`src/rtl/rv32_alu_pkg.sv`:
```
package rv32_alu_pkg;

    typedef enum logic [3:0] {
        OP_ADD   = 4'd0,
        OP_SLL   = 4'd1,
        OP_SLT   = 4'd2,
        OP_NONE3 = 4'd3,
        OP_XOR   = 4'd4,
        OP_SRL   = 4'd5,
        OP_OR    = 4'd6,
        OP_AND   = 4'd7,
        OP_MUL   = 4'd8,
        OP_MULH  = 4'd9,
        OP_NONEA = 4'd10,
        OP_MULHU = 4'd11,
        OP_SUB   = 4'd12,
        OP_SRA   = 4'd13,
        OP_NONEE = 4'd14,
        OP_PASSB = 4'd15
    } alu_op_e;

    typedef enum logic [3:0] {
        SRC_SUM,
        SRC_LT,
        SRC_XOR,
        SRC_OR,
        SRC_AND,
        SRC_SHIFT,
        SRC_MULLO,
        SRC_MULHI,
        SRC_PASSB,
        SRC_ZERO
    } res_src_e;

    typedef struct packed {
        logic     sub_en;
        logic     shl_en;
        logic     sra_en;
        logic     mul_signed;
        res_src_e src;
    } alu_ctrl_t;

endpackage

```
`src/rtl/rv32_alu_decode.sv`:
```
module rv32_alu_decode
    import rv32_alu_pkg::*;
(
    input  logic [3:0] op_sel,
    output alu_ctrl_t  ctrl
);

    always_comb begin
        ctrl            = '0;
        ctrl.src        = SRC_ZERO;
        case (alu_op_e'(op_sel))
            OP_ADD:   ctrl.src = SRC_SUM;
            OP_SUB: begin
                ctrl.sub_en = 1'b1;
                ctrl.src    = SRC_SUM;
            end
            OP_SLT: begin
                ctrl.sub_en = 1'b1;
                ctrl.src    = SRC_LT;
            end
            OP_XOR:   ctrl.src = SRC_XOR;
            OP_OR:    ctrl.src = SRC_OR;
            OP_AND:   ctrl.src = SRC_AND;
            OP_SLL: begin
                ctrl.shl_en = 1'b1;
                ctrl.src    = SRC_SHIFT;
            end
            OP_SRL:   ctrl.src = SRC_SHIFT;
            OP_SRA: begin
                ctrl.sra_en = 1'b1;
                ctrl.src    = SRC_SHIFT;
            end
            OP_MUL:   ctrl.src = SRC_MULLO;
            OP_MULH: begin
                ctrl.mul_signed = 1'b1;
                ctrl.src        = SRC_MULHI;
            end
            OP_MULHU: ctrl.src = SRC_MULHI;
            OP_PASSB: ctrl.src = SRC_PASSB;
            default:  ctrl.src = SRC_ZERO;
        endcase
    end

endmodule

```
`src/rtl/rv32_alu_addsub.sv`:
```
module rv32_alu_addsub #(
    parameter int XLEN = 32
) (
    input  logic [XLEN-1:0] a,
    input  logic [XLEN-1:0] b,
    input  logic            sub_en,
    output logic [XLEN-1:0] sum,
    output logic            lt_signed
);

    localparam int MSB = XLEN - 1;

    logic [XLEN-1:0] b_inv;
    logic [XLEN:0]   full;
    logic            unused_carry;

    always_comb begin
        b_inv        = b ^ {XLEN{sub_en}};
        full         = {1'b0, a} + {1'b0, b_inv} + {{XLEN{1'b0}}, sub_en};
        sum          = full[XLEN-1:0];
        unused_carry = full[XLEN];
        // When the signs differ the difference may overflow, so the operand
        // signs decide; otherwise the sign of the difference is exact.
        lt_signed    = (a[MSB] != b[MSB]) ? a[MSB] : sum[MSB];
    end

endmodule

```
`src/rtl/rv32_alu_shift.sv`:
```
module rv32_alu_shift #(
    parameter int XLEN = 32
) (
    input  logic [XLEN-1:0]         a,
    input  logic [$clog2(XLEN)-1:0] shamt,
    input  logic                    shl_en,
    input  logic                    sra_en,
    output logic [XLEN-1:0]         res
);

    localparam int MSB = XLEN - 1;

    logic [XLEN-1:0]   a_rev;
    logic [XLEN-1:0]   src;
    logic [XLEN-1:0]   shr;
    logic [XLEN-1:0]   shr_rev;
    logic [2*XLEN-1:0] wide;
    logic [XLEN-1:0]   unused_hi;
    logic              fill;

    // Bit reversal so that one right shifter serves left shifts too.
    for (genvar i = 0; i < XLEN; i++) begin : g_rev
        assign a_rev[i]   = a[MSB-i];
        assign shr_rev[i] = shr[MSB-i];
    end

    always_comb begin
        src       = shl_en ? a_rev : a;
        fill      = sra_en & a[MSB];
        wide      = {{XLEN{fill}}, src} >> shamt;
        shr       = wide[XLEN-1:0];
        unused_hi = wide[2*XLEN-1:XLEN];
        res       = shl_en ? shr_rev : shr;
    end

endmodule

```
`src/rtl/rv32_alu_mul.sv`:
```
module rv32_alu_mul #(
    parameter int XLEN = 32
) (
    input  logic [XLEN-1:0] a,
    input  logic [XLEN-1:0] b,
    input  logic            is_signed,
    output logic [XLEN-1:0] lo,
    output logic [XLEN-1:0] hi
);

    localparam int MSB = XLEN - 1;
    localparam int PW  = 2 * XLEN + 2;

    logic signed [XLEN:0] a_x;
    logic signed [XLEN:0] b_x;
    logic signed [PW-1:0] prod;
    logic [1:0]           unused_top;

    always_comb begin
        // One extra bit: sign copy for signed codes, zero otherwise.
        a_x        = $signed({is_signed & a[MSB], a});
        b_x        = $signed({is_signed & b[MSB], b});
        prod       = a_x * b_x;
        lo         = prod[XLEN-1:0];
        hi         = prod[2*XLEN-1:XLEN];
        unused_top = prod[PW-1:2*XLEN];
    end

endmodule

```
`src/rtl/rv32_alu.sv`:
```
module rv32_alu
    import rv32_alu_pkg::*;
#(
    parameter int XLEN = 32
) (
    input  logic [XLEN-1:0] op_a,
    input  logic [XLEN-1:0] op_b,
    input  logic [3:0]      op_sel,
    output logic [XLEN-1:0] result
);

    localparam int SHW = $clog2(XLEN);

    alu_ctrl_t       ctrl;
    logic [XLEN-1:0] sum;
    logic            lt;
    logic [XLEN-1:0] sh_res;
    logic [XLEN-1:0] mul_lo;
    logic [XLEN-1:0] mul_hi;

    rv32_alu_decode u_dec (
        .op_sel (op_sel),
        .ctrl   (ctrl)
    );

    rv32_alu_addsub #(.XLEN(XLEN)) u_add (
        .a         (op_a),
        .b         (op_b),
        .sub_en    (ctrl.sub_en),
        .sum       (sum),
        .lt_signed (lt)
    );

    rv32_alu_shift #(.XLEN(XLEN)) u_sh (
        .a      (op_a),
        .shamt  (op_b[SHW-1:0]),
        .shl_en (ctrl.shl_en),
        .sra_en (ctrl.sra_en),
        .res    (sh_res)
    );

    rv32_alu_mul #(.XLEN(XLEN)) u_mul (
        .a         (op_a),
        .b         (op_b),
        .is_signed (ctrl.mul_signed),
        .lo        (mul_lo),
        .hi        (mul_hi)
    );

    always_comb begin
        case (ctrl.src)
            SRC_SUM:   result = sum;
            SRC_LT:    result = {{(XLEN-1){1'b0}}, lt};
            SRC_XOR:   result = op_a ^ op_b;
            SRC_OR:    result = op_a | op_b;
            SRC_AND:   result = op_a & op_b;
            SRC_SHIFT: result = sh_res;
            SRC_MULLO: result = mul_lo;
            SRC_MULHI: result = mul_hi;
            SRC_PASSB: result = op_b;
            default:   result = '0;
        endcase
    end

endmodule

```
`config.mk`:
```
export PLATFORM = sky130hd
export DESIGN_NAME = rv32_alu
export DESIGN_NICKNAME = d
export VERILOG_FILES = /design/src/rtl/rv32_alu_pkg.sv /design/src/rtl/rv32_alu_decode.sv /design/src/rtl/rv32_alu_addsub.sv /design/src/rtl/rv32_alu_shift.sv /design/src/rtl/rv32_alu_mul.sv /design/src/rtl/rv32_alu.sv
export SDC_FILE = /design/constraint.sdc
export NUM_CORES = 2
export LEC_CHECK = 0
export ABC_AREA = 1
export ABC_CLOCK_PERIOD_IN_PS = 23900
export BUFFER_PORTS_ARGS = -buffer_cell sky130_fd_sc_hd__buf_2
export CAP_MARGIN = 20
export CORE_ASPECT_RATIO = 0.5
export CORE_MARGIN = 3
export CORE_UTILIZATION = 55
export DETAILED_ROUTE_END_ITERATION = 6
export MAX_ROUTING_LAYER = met4
export PLACE_DENSITY = 0.71
export SETUP_SLACK_MARGIN = 0.02
export SLEW_MARGIN = 20
export SYNTH_ARGS = -nofsm -noshare
export SYNTH_HDL_FRONTEND = slang
export SYNTH_SLANG_ARGS = --single-unit
```
`constraint.sdc`:
```
create_clock -name vclk -period 23.9
set_clock_uncertainty 0.15 [all_clocks]
set_input_delay 2.39 -clock vclk [all_inputs]
set_output_delay 2.39 -clock vclk [all_outputs]
set_load 0.01 [all_outputs]
```
==> flow_results.org <==
** Setup path
- On the critical path the largest part of the delay comes from adder cells.
- For this run, the slowest stage of the critical path takes 1.05 ns.
- Number of buffer and inverter instances along the worst setup path :: 10
- On the critical path, the stage with the largest delay is an instance of sky130_fd_sc_hd__fa_1.
- Startpoint Class :: input pin
- STA classifies the critical path endpoint as an output pin.
- CP startpoint :: op_sel[2]
- STA puts the critical path data arrival time at 12.95 ns.
- Counting buffers and inverters, the worst setup path is 30 cells deep.
- The worst setup path is of the in -> out kind.
- Along the worst path, the maximum fanout reaches 36.
- STA puts the critical path data required time at 21.36 ns.
- Crit-path most repeated cell :: sky130_fd_sc_hd__fa_1

** Layout
- Clock Buffer Count :: 0
- Net count reported at finish :: 7571
- Of the cells placed in the final design, the portion with a size suffix greater than 1 is 0.03955.
- FF/Latch Area :: 0 um^2
- Non-filler instance count after layout :: 7179
- Number of fillers in the final layout :: 7433
- Commonest non-fill, non-tap cells in the layout :: sky130_fd_sc_hd__inv_1, sky130_fd_sc_hd__nand2_1, sky130_fd_sc_hd__fa_1, sky130_fd_sc_hd__nand3_1, sky130_fd_sc_hd__ha_1
- Number of flip-flops and latches :: 0
- The library cell used most frequently in the layout, excluding fill and tap cells, is sky130_fd_sc_hd__inv_1.
- Syn-to-layout area delta :: 3.018%

** Synth
- Of the synthesized area, sequential elements account for 0.
- Number of unique standard cell types used by synthesis :: 48
- Cell area after synthesis :: 46310 um^2
- Synth top area share :: 0.4867
- Summed over all instances, the cell type with the most area after synthesis is sky130_fd_sc_hd__fa_1.
- By area the synthesized netlist is led by sky130_fd_sc_hd__fa_1, sky130_fd_sc_hd__inv_1, sky130_fd_sc_hd__nand2_1, sky130_fd_sc_hd__ha_1, sky130_fd_sc_hd__nand3_1.
- After technology mapping, the gate count stands at 6194.
- Per-instance average area after synthesis :: 7.477 um^2
- The number of nets handed over by synthesis was 7694.
- During synthesis, Yosys emitted a total of 0 warnings.

** Floorplanning
- The total area inside the core boundary comes to 82500 um^2.
- The die covers 87930 um^2.
- The die is 416.4 um wide.
- The initial utilization of the core area, before any placement, comes to 0.5614.
- For this design the top-level I/O count stands at 100.
- After floorplanning, the core was divided into 74 placement rows.
- Die Y :: 211.2 um

** Worst hold path
- Type of the tightest min-delay check :: in -> out
- Start point of the worst min-delay path :: op_sel[0]
- Hold Path Depth :: 6

** STA
- Setup repair after global routing left no endpoint under its margin.
- The final number of max-transition violations came to 0.
- Period Utilization, post-route :: 0.6479
- # setup viols final :: 0
- In the final timing run, aggregate negative setup slack is 0 ns.
- Slew at the pin closest to its max-slew limit :: 1.184 ns
- Derived from the worst setup path, the maximum achievable clock frequency is 64.57 MHz.
- Final hold vios :: 0
- The routed design could run at a clock period as short as 15.49 ns.
- In this run the tightest slew margin relative to its limit is 0.2108.

** Global routing
- GRT Residual Overflow :: 0
- The first global-routing pass estimated 284.5 mm of wire.
- Entering global routing, the biggest net connects 44 pins.
- The number of global-route vias before repair came to 44300.
- In the global route stage, overall resource usage came out at 0.4575.
- The initial antenna violation count is 11.

** Route
- Via density per instance :: 5.935
- Post-route antenna net violation count :: 0
- Via count :: 42610
- DR pass1 iterations :: 6
- Detail-routed net length per standard cell :: 26.61 um
- The final layout contains routed wiring with a total length of 191.0 mm.
- Count of routing violations after the opening detailed-route iteration :: 5795
- Residual DRC :: 0

** Place
- Port buffering added 100 buffers.
- Gp weighted congestion :: 1.116
- Instance count after placement with tap cells included :: 7171
- Half-perimeter wire length after detailed placement :: 154.5 mm

** Clock network
- In this run, post-CTS repair resized a total of 0 instances.
- Hold bufs inserted after CTS :: 0
- # Post-CTS Setup Buffers :: 0

** Run
- The tool flagged a number of max-cap violations equal to 0.

** Run status
- Run status :: complete, no violations
per-stage QoR:
stage | hold WS, ns | area (um^2) | util | setup WS (ns)
floorplan | 4.886 | 46310 | - | 11.74
global placement | 5.366 | 47650 | 0.5776 | 8.850
detailed placement | 5.365 | 47680 | 0.5780 | 8.919
CTS | 5.371 | 47680 | 0.5780 | 8.871
global route | 5.398 | 47700 | 0.5782 | 8.301
finish | 5.365 | 47710 | 0.5783 | 8.414
cells in the mapped netlist (5+ instances only):
master	n
sky130_fd_sc_hd__a21boi_0	15
sky130_fd_sc_hd__a21o_1	19
sky130_fd_sc_hd__a21oi_1	159
sky130_fd_sc_hd__a221oi_1	19
sky130_fd_sc_hd__a31oi_1	18
sky130_fd_sc_hd__buf_1	39
sky130_fd_sc_hd__buf_2	18
sky130_fd_sc_hd__clkbuf_1	262
sky130_fd_sc_hd__fa_1	1126
sky130_fd_sc_hd__ha_1	306
sky130_fd_sc_hd__inv_1	1686
sky130_fd_sc_hd__inv_2	5
sky130_fd_sc_hd__nand2_1	1506
sky130_fd_sc_hd__nand3_1	387
sky130_fd_sc_hd__nand3b_1	12
sky130_fd_sc_hd__nand4_1	34
sky130_fd_sc_hd__nor2_1	238
sky130_fd_sc_hd__nor3_1	20
sky130_fd_sc_hd__nor4_1	5
sky130_fd_sc_hd__o211ai_1	24
sky130_fd_sc_hd__o21ai_0	132
sky130_fd_sc_hd__o21ai_1	17
sky130_fd_sc_hd__o21bai_1	11
sky130_fd_sc_hd__o221ai_1	8
sky130_fd_sc_hd__o22ai_1	17
sky130_fd_sc_hd__or2_2	12
sky130_fd_sc_hd__xnor2_1	14
sky130_fd_sc_hd__xor2_1	43
logic make-up (layout without fill, tap and decap cells):
kind of cell	count (synthesis)	count (layout)	synth area share
AOI/OAI and AO/OA	458	458	0.05801
buffers and inverters	2019	1894	0.1649
xor gates and xnor gates	57	57	0.01078
other	0	8	0
adders and majority gates	1432	1432	0.5694
and+or+nand+nor	2228	2228	0.1970
routing by layer:
metal	routed length, um	global-route usage
met5	0	-
met4	8909	0.1717
met3	31280	0.1665
met2	73510	0.6021
met1	77300	0.6410
layout make-up:
cell class	instances	area, um^2	area share
Multi-Input combinational cell	4175	38690	0.8110
Antenna cell	8	20.02	0.0004196
Inverter	1694	6359	0.1333
Tap cell	1102	1379	0.02890
Timing Repair Buffer	200	1259	0.02638
worst paths after layout:
check | endpoint | slack, ns
setup / recovery | result[25] | 8.41
hold / removal | result[23] | 5.36
